[src/rtl/spimem_pkg.sv]
package spimem_pkg;
   localparam int BYTE_W = 8;
   localparam int PROT_W = 3;
   localparam logic [BYTE_W-1:0] OPC_WEN  = 8'h06;
   localparam logic [BYTE_W-1:0] OPC_WDIS = 8'h04;
   localparam logic [BYTE_W-1:0] OPC_LOCK = 8'h01;
   localparam logic [BYTE_W-1:0] OPC_STAT = 8'h05;
   localparam logic [BYTE_W-1:0] OPC_WR   = 8'h02;
   localparam logic [BYTE_W-1:0] OPC_RD   = 8'h03;

   typedef enum logic [2:0] {
      PH_OP, PH_ADDR, PH_RDATA, PH_STAT, PH_WDATA, PH_LOCK, PH_HOLD, PH_IGN
   } phase_t;
endpackage

[src/rtl/spimem_sync.sv]
module spimem_sync #(
   parameter int W      = 3,
   parameter int STAGES = 2
) (
   input  logic         clk,
   input  logic         rst_n,
   input  logic [W-1:0] d,
   output logic [W-1:0] q
);
   logic [STAGES-1:0][W-1:0] chain;

   generate
      if (STAGES < 2) begin : g_bad_stages
         $error("spimem_sync: STAGES must be at least 2");
      end
   endgenerate

   always_ff @(posedge clk or negedge rst_n) begin
      if (!rst_n) chain <= '0;
      else        chain <= {chain[STAGES-2:0], d};
   end

   assign q = chain[STAGES-1];
endmodule

[src/rtl/spimem_wr_ptr.sv]
module spimem_wr_ptr #(
   parameter int ADDR_W = 10,
   parameter int PAGE_W = 4
) (
   input  logic              clk,
   input  logic              rst_n,
   input  logic              load,
   input  logic [ADDR_W-1:0] load_val,
   input  logic              step,
   output logic [ADDR_W-1:0] ptr
);
   generate
      if (PAGE_W >= ADDR_W) begin : g_bad_page
         $error("spimem_wr_ptr: PAGE_W must be below ADDR_W");
      end
      if (PAGE_W > 0) begin : g_paged
         always_ff @(posedge clk or negedge rst_n) begin
            if (!rst_n)    ptr <= '0;
            else if (load) ptr <= load_val;
            else if (step) ptr[PAGE_W-1:0] <= ptr[PAGE_W-1:0] + 1'b1;
         end

         page_fixed_chk: assert property (@(posedge clk) disable iff (!rst_n)
            (step && !load) |=> ptr[ADDR_W-1:PAGE_W] == $past(ptr[ADDR_W-1:PAGE_W]));
      end else begin : g_linear
         always_ff @(posedge clk or negedge rst_n) begin
            if (!rst_n)    ptr <= '0;
            else if (load) ptr <= load_val;
            else if (step) ptr <= ptr + 1'b1;
         end
      end
   endgenerate
endmodule

[src/rtl/spimem_front.sv]
module spimem_front
   import spimem_pkg::*;
#(
   parameter int ADDR_W      = 10,
   parameter int PAGE_W      = 4,
   parameter int SYNC_STAGES = 2
) (
   input  logic              clk,
   input  logic              rst_n,
   input  logic              spi_sck,
   input  logic              spi_cs_n,
   input  logic              spi_mosi,
   output logic              spi_miso,
   output logic              spi_miso_oe,
   input  logic              nv_busy,
   input  logic [2:0]        lock_state,
   output logic              rd_req,
   output logic [ADDR_W-1:0] rd_addr,
   input  logic [7:0]        rd_data,
   output logic              wr_req,
   output logic [ADDR_W-1:0] wr_addr,
   output logic [7:0]        wr_data,
   output logic              wr_commit,
   output logic              wen_set,
   output logic              wen_clr,
   output logic              lock_req,
   output logic [2:0]        lock_val
);
   localparam int HI_W = ADDR_W - BYTE_W;

   generate
      if (ADDR_W < 9 || ADDR_W > 16) begin : g_bad_addr
         $error("spimem_front: ADDR_W must lie in 9..16");
      end
   endgenerate

   logic [2:0] pins_s;
   logic       csn_s, sck_s, si_s, csn_p, sck_p;
   logic       sck_rise, sck_fall, csn_rise, csn_fall;

   spimem_sync #(.W(3), .STAGES(SYNC_STAGES)) u_sync (
      .clk(clk), .rst_n(rst_n), .d({spi_cs_n, spi_sck, spi_mosi}), .q(pins_s));

   assign {csn_s, sck_s, si_s} = pins_s;
   assign sck_rise = sck_s & ~sck_p;
   assign sck_fall = ~sck_s & sck_p;
   assign csn_rise = csn_s & ~csn_p;
   assign csn_fall = ~csn_s & csn_p;

   phase_t            phase;
   logic              armed, sess, out_en, so_q, rd_pend;
   logic [2:0]        bitc, byte_n;
   logic [6:0]        sh;
   logic [7:0]        cmd, rbuf, nb, stat_byte;
   logic [HI_W-1:0]   addr_hi;
   logic [ADDR_W-1:0] full_addr, ra_q, ptr;
   logic              byte_done, ptr_load, ptr_step;

   assign sess      = armed & ~csn_s;
   assign nb        = {sh, si_s};
   assign full_addr = {addr_hi, nb};
   assign stat_byte = {5'b00000, lock_state};
   assign byte_done = sess & sck_rise & (bitc == 3'd7);
   assign ptr_load  = byte_done & (phase == PH_ADDR) & (byte_n != 3'd1) & (cmd == OPC_WR);
   assign ptr_step  = byte_done & (phase == PH_WDATA);

   spimem_wr_ptr #(.ADDR_W(ADDR_W), .PAGE_W(PAGE_W)) u_wptr (
      .clk(clk), .rst_n(rst_n), .load(ptr_load), .load_val(full_addr),
      .step(ptr_step), .ptr(ptr));

   always_ff @(posedge clk or negedge rst_n) begin
      if (!rst_n) begin
         sck_p <= 1'b0;  csn_p <= 1'b0;  armed <= 1'b0;
         phase <= PH_OP; bitc <= '0;     byte_n <= '0;
         sh <= '0;       cmd <= '0;      addr_hi <= '0;
         ra_q <= '0;     rbuf <= '0;     rd_pend <= 1'b0;
         out_en <= 1'b0; so_q <= 1'b0;
         rd_req <= 1'b0; rd_addr <= '0;
         wr_req <= 1'b0; wr_addr <= '0;  wr_data <= '0;
         wr_commit <= 1'b0; wen_set <= 1'b0; wen_clr <= 1'b0;
         lock_req <= 1'b0;  lock_val <= '0;
      end else begin
         sck_p <= sck_s;
         csn_p <= csn_s;
         rd_req <= 1'b0; wr_req <= 1'b0; wr_commit <= 1'b0;
         wen_set <= 1'b0; wen_clr <= 1'b0; lock_req <= 1'b0;
         rd_pend <= rd_req;
         if (rd_pend) rbuf <= rd_data;
         if (csn_fall) armed <= 1'b1;

         if (csn_rise && armed && bitc == 3'd0) begin
            case (phase)
               PH_HOLD:  if (byte_n == 3'd1) begin
                            if (cmd == OPC_WEN) wen_set <= 1'b1;
                            else                wen_clr <= 1'b1;
                         end
               PH_WDATA: if (byte_n >= 3'd4) wr_commit <= 1'b1;
               PH_LOCK:  if (byte_n >= 3'd2) lock_req  <= 1'b1;
               default: ;
            endcase
         end

         if (!sess) begin
            phase <= PH_OP; bitc <= '0; byte_n <= '0; out_en <= 1'b0;
         end else begin
            if (sck_rise) begin
               sh   <= nb[6:0];
               bitc <= bitc + 1'b1;
               if (bitc == 3'd7) begin
                  if (byte_n != 3'd7) byte_n <= byte_n + 1'b1;
                  case (phase)
                     PH_OP: begin
                        cmd <= nb;
                        case (nb)
                           OPC_WEN, OPC_WDIS: phase <= PH_HOLD;
                           OPC_RD, OPC_WR:    phase <= PH_ADDR;
                           OPC_STAT:          phase <= PH_STAT;
                           OPC_LOCK:          phase <= PH_LOCK;
                           default:           phase <= PH_IGN;
                        endcase
                     end
                     PH_ADDR: begin
                        if (byte_n == 3'd1) addr_hi <= nb[HI_W-1:0];
                        else if (cmd == OPC_RD) begin
                           phase <= PH_RDATA; ra_q <= full_addr;
                           rd_req <= 1'b1;    rd_addr <= full_addr;
                        end else phase <= PH_WDATA;
                     end
                     PH_RDATA: begin
                        ra_q <= ra_q + 1'b1;
                        rd_req <= 1'b1; rd_addr <= ra_q + 1'b1;
                     end
                     PH_WDATA: begin
                        wr_req <= 1'b1; wr_addr <= ptr; wr_data <= nb;
                     end
                     PH_LOCK: lock_val <= nb[2:0];
                     default: ;
                  endcase
               end
            end
            if (sck_fall && (phase == PH_RDATA || phase == PH_STAT)) begin
               out_en <= 1'b1;
               so_q   <= (phase == PH_STAT) ? (nv_busy | stat_byte[~bitc]) : rbuf[~bitc];
            end
         end
      end
   end

   assign spi_miso    = so_q;
   assign spi_miso_oe = out_en;


   hiz_desel_chk: assert property (@(posedge clk) disable iff (!rst_n)
      (csn_s && csn_p) |-> !spi_miso_oe);

   one_strobe_chk: assert property (@(posedge clk) disable iff (!rst_n)
      $onehot0({wen_set, wen_clr, wr_commit, lock_req}));

   ign_quiet_chk: assert property (@(posedge clk) disable iff (!rst_n)
      (phase == PH_IGN) |-> !spi_miso_oe);

   unarmed_idle_chk: assert property (@(posedge clk) disable iff (!rst_n)
      !armed |-> (phase == PH_OP && !spi_miso_oe && !wr_req && !rd_req));

   commit_on_desel_chk: assert property (@(posedge clk) disable iff (!rst_n)
      wr_commit |-> $past(csn_s && !csn_p));
endmodule

[config.mk]
export PLATFORM = sky130hd
export DESIGN_NAME = spimem_front
export DESIGN_NICKNAME = d
export VERILOG_FILES = /design/src/rtl/spimem_pkg.sv /design/src/rtl/spimem_sync.sv /design/src/rtl/spimem_wr_ptr.sv /design/src/rtl/spimem_front.sv
export SDC_FILE = /design/constraint.sdc
export NUM_CORES = 1
export LEC_CHECK = 0
export CORE_MARGIN = 3
export CORE_UTILIZATION = 45
export CTS_CLUSTER_SIZE = 20
export DETAILED_ROUTE_END_ITERATION = 8
export GPL_TIMING_DRIVEN = 0
export PLACE_DENSITY = 0.7
export RECOVER_POWER = 25
export SYNTH_ARGS = -nofsm -noshare
export SYNTH_HDL_FRONTEND = slang
export SYNTH_HIERARCHICAL = 1
export SYNTH_SLANG_ARGS = --single-unit
[constraint.sdc]
create_clock -name clk -period 2.27 [get_ports clk]
set_input_delay 0.227 -clock clk [delete_from_list [all_inputs] [get_ports clk]]
set_output_delay 0.227 -clock clk [all_outputs]
set_load 0.005 [all_outputs]
==> metrics.md <==
| Metric | Value |
|---|---|
| Startpoint Class | `flip-flop` |
| Count leader, synth | `dfrtp_1` |
| Syn Inst Count | `336` |
| Slowest library cell on the worst path | `nand4_1` |
| DRT iter0 DRCs | `132` |
| Post-synth EDFFs | `0` |
| GR Util met3 | `0.0423` |
| Static Leak | `0.00233 uW` |
| DIE HEIGHT | `103 um` |
| Vias/cell | `approximately 5.6` |
| DP Worst Slack | `-0.260 ns` |
| Post-route ant nets | `0` |
| Final hold violation count | `0` |
| GRT Resource Usage Total | `0.173` |
| Cell family with most CP delay | `simple AND/OR/NAND/NOR gates` |
| Min Clock Period, post-route | `2.16 ns` |
| WP data required | `2.51 ns` |
| Grt total ovfl | `0` |
| Unique masters post-synth | `60` |
| Antenna Cells | `0` |
| Ratio of cells with drive above 1 in the final layout | `0.240` |
| Worst-path clk slew | `approximately 0.080 ns` |
| Fmax | `0.463 GHz` |
| Min-Delay Startpoint | `u_sync/chain[1]` |
| Fin nets | `433` |
| Total Wirelength | `8500 um` |
| Fin util | `0.583` |
| Min-Delay Path Class | `flip-flop to flip-flop` |
| Final Max Tran Viols | `28` |
| CTS root buf | `clkbuf_8` |
| CTS tree | `done` |
| Largest net degree at the start of global routing | `67` |
| R2R Path Start | `cmd[3]` |
| Die ar. | `around 11000 sq um` |
| Ys Warns | `6` |
| Die X | `103 um` |
| Initial antenna violation count | `0` |
| Bufs and invs on worst path | `1` |
| Clk buf depth | `2` |
| CP Capture Type | `flip-flop` |
| Placed Cells | `500` |
| Synth Flop Type | `dfrtp_1` |
| Mapped Area | `roughly 4300 sq um` |
| Register area share after synthesis | `0.547` |
| Via count | `2907` |
| Multi-input gate area | `1780 sq um` |
| CP Max Fanout | `9` |
| CTS H-tree lvls | `3` |
| Initial DRT Pass Iterations | `4` |
| Grt peak-use layer | `met2` |
| Worst Tran Pin Value | `1.56 ns` |
| Top cells by area, synth | `dfrtp_1 (55%), mux2_2 (12%), mux2_4 (3.2%)` |
| Outcome | `finished with violations` |
| Port buffer count | `55` |
| CTS buffer count | `9` |
| Crit-path cells | `nor4b_2 -> nand4_1 -> a21o_1 -> inv_2 -> mux2_2` |
| Synth-to-layout area growth | `22.3%` |
| Post-Layout Cell Count | `520` |
| PwrDens | `just over 600 nW/um^2` |
| Cell Rows | `34` |
| Max-cap viol count | `1` |
| Slew headroom | `-0.0408` |
| Area share of the largest cell type after synthesis | `0.547` |
| Post-synth ARST share | `1.00` |
| Most common library cells after synthesis | `dfrtp_1 (93), mux2_2 (45), nor2_1 (18)` |
| DRC | `0` |
| Vias in the first global route | `2851` |
| Io pins | `56` |
| Global-route wire length before repair | `14200 um` |
| Largest vdd supply drop | `0.312 mV` |
| Critical Path AT | `~2.4 ns` |
| Met2 Use GR | `0.264` |
| Avg WL per Cell | `roughly 16 um` |
| Initial Util | `0.476` |
| Yosys top cell by area | `dfrtp_1` |
| Post-synth net total | `361` |
| Fill cells | `757` |
| Worst Setup SP | `cmd[3]` |
| FF/Latch Area | `2330 sq um` |
| Yosys reg bits | `93` |
| Hold WS | `0.351 ns` |
| Fin crit share | `0.952` |
| WS Path Type | `flip-flop to flip-flop` |
| Met1 usage | `0.246` |
| CTS sink cnt | `93` |
| Final worst-path setup slack | `~0.11 ns` |
| Critical Path Max Stage Delay | `0.41 ns` |
| Failing checks | `max-capacitance violations, max-slew violations` |
| Layout Skew | `0.00978 ns` |
| Placer congestion estimate | `0.845` |
| Mean Syn Cell Area | `12.7 sq um` |
| Final HPWL DP | `about 5800 um` |
| Core area | `8930 sq um` |
| Final setup viols | `0` |
| Skew-Pair Late Insertion Delay | `0.35 ns` |
| RSZ-0062 raised after global routing | `no` |
sequential cells by signal, summed over array words and instances (netlist names), 2 cells and up:
name	count
byte_n	3
u_wptr/ptr	10
wr_addr	10
phase	3
lock_val	3
u_sync/chain	3
wr_data	8
rbuf	8
addr_hi	2
cmd	8
bitc	3
sh	7
ra_q	10
u_sync/q	3
cell families after synthesis:
logic type                 after synthesis  synth area share
buffers and inverters                   31            0.0394
muxes                                   59             0.168
xor gates and xnor gates                 5            0.0103
DFF                                     93             0.547
AOI/OAI and AO/OA                       52            0.0858
adders and majority gates                8            0.0235
and+or+nand+nor                         88             0.126
repair_timing:
| item | in CTS | in global routing |
|---|---|---|
| hold endpoints to repair | 27 | 0 |
| hold buffers | 1 | 0 |
| endpoints found under the setup margin | 10 | 4 |
| resized for setup | 2 | 3 |
| gates cloned | 0 | 0 |
| pin swaps | 1 | 0 |
| buffers inserted | 5 | 0 |
power by group:
group | total [uW] | switching (uW) | internal, uW | leakage [uW]
Clock | 1080 | 551 | 532 | 0.0000992
Sequential | 1830 | 115 | 1710 | 0.00126
Combinational | 262 | 137 | 125 | 0.000968
Total | 3170 | 803 | 2370 | 0.00233
cell usage in the layout, fill, tap and decap left out, drive strengths merged, types with 5 or more instances in the layout:
cell / n
dfrtp: 93
mux2: 54
clkdlybuf4s50: 51
clkbuf: 25
nor2: 18
nand2: 17
buf: 14
o21ai: 11
inv: 9
a211oi: 8
ha: 8
nand3: 8
a2bb2oi: 7
nor3: 5
routing by layer:
metal  routed length [um]  vias up
met5                    0        -
met4                  109        0
met3                  382       12
met2                 4020       63
met1                 3990     1469
li1                     -     1363
path summary, 6_finish.rpt:
| path | endpoint | slack (ns) | cells past startpoint |
|---|---|---|---|
| max in group asynchronous | lock_val[2] | 0.48 | 3 |
| worst max-delay path | ra_q[1] | 0.11 | 5 |
| worst min register to register | u_sync/q[1] | 0.35 | 0 |
| worst min-delay path | u_sync/q[1] | 0.35 | 0 |
| min in group asynchronous | wr_addr[1] | 0.79 | 2 |
| worst max register to register | ra_q[1] | 0.11 | 5 |
area by class of cell:
cell class / instances / area share
Tap cell: 108 / 0.0260
Clock buffer: 11 / 0.0272
Clock inverter: 4 / 0.00938
Inverter: 9 / 0.00793
Multi-Input combinational cell: 212 / 0.342
Sequential cell: 93 / 0.447
Buffer: 21 / 0.0212
Timing Repair Buffer: 62 / 0.119
metrics by stage:
step	cell area, sq um	power [uW]	TNS (ns)
floorplan	4260	1950	0
global placement	4950	2110	-226.99
detailed placement	4970	2130	-1.22
CTS	5230	3210	0
global route	5200	3310	0
finish	5200	3170	0
(Power assumes the default switching activity.)
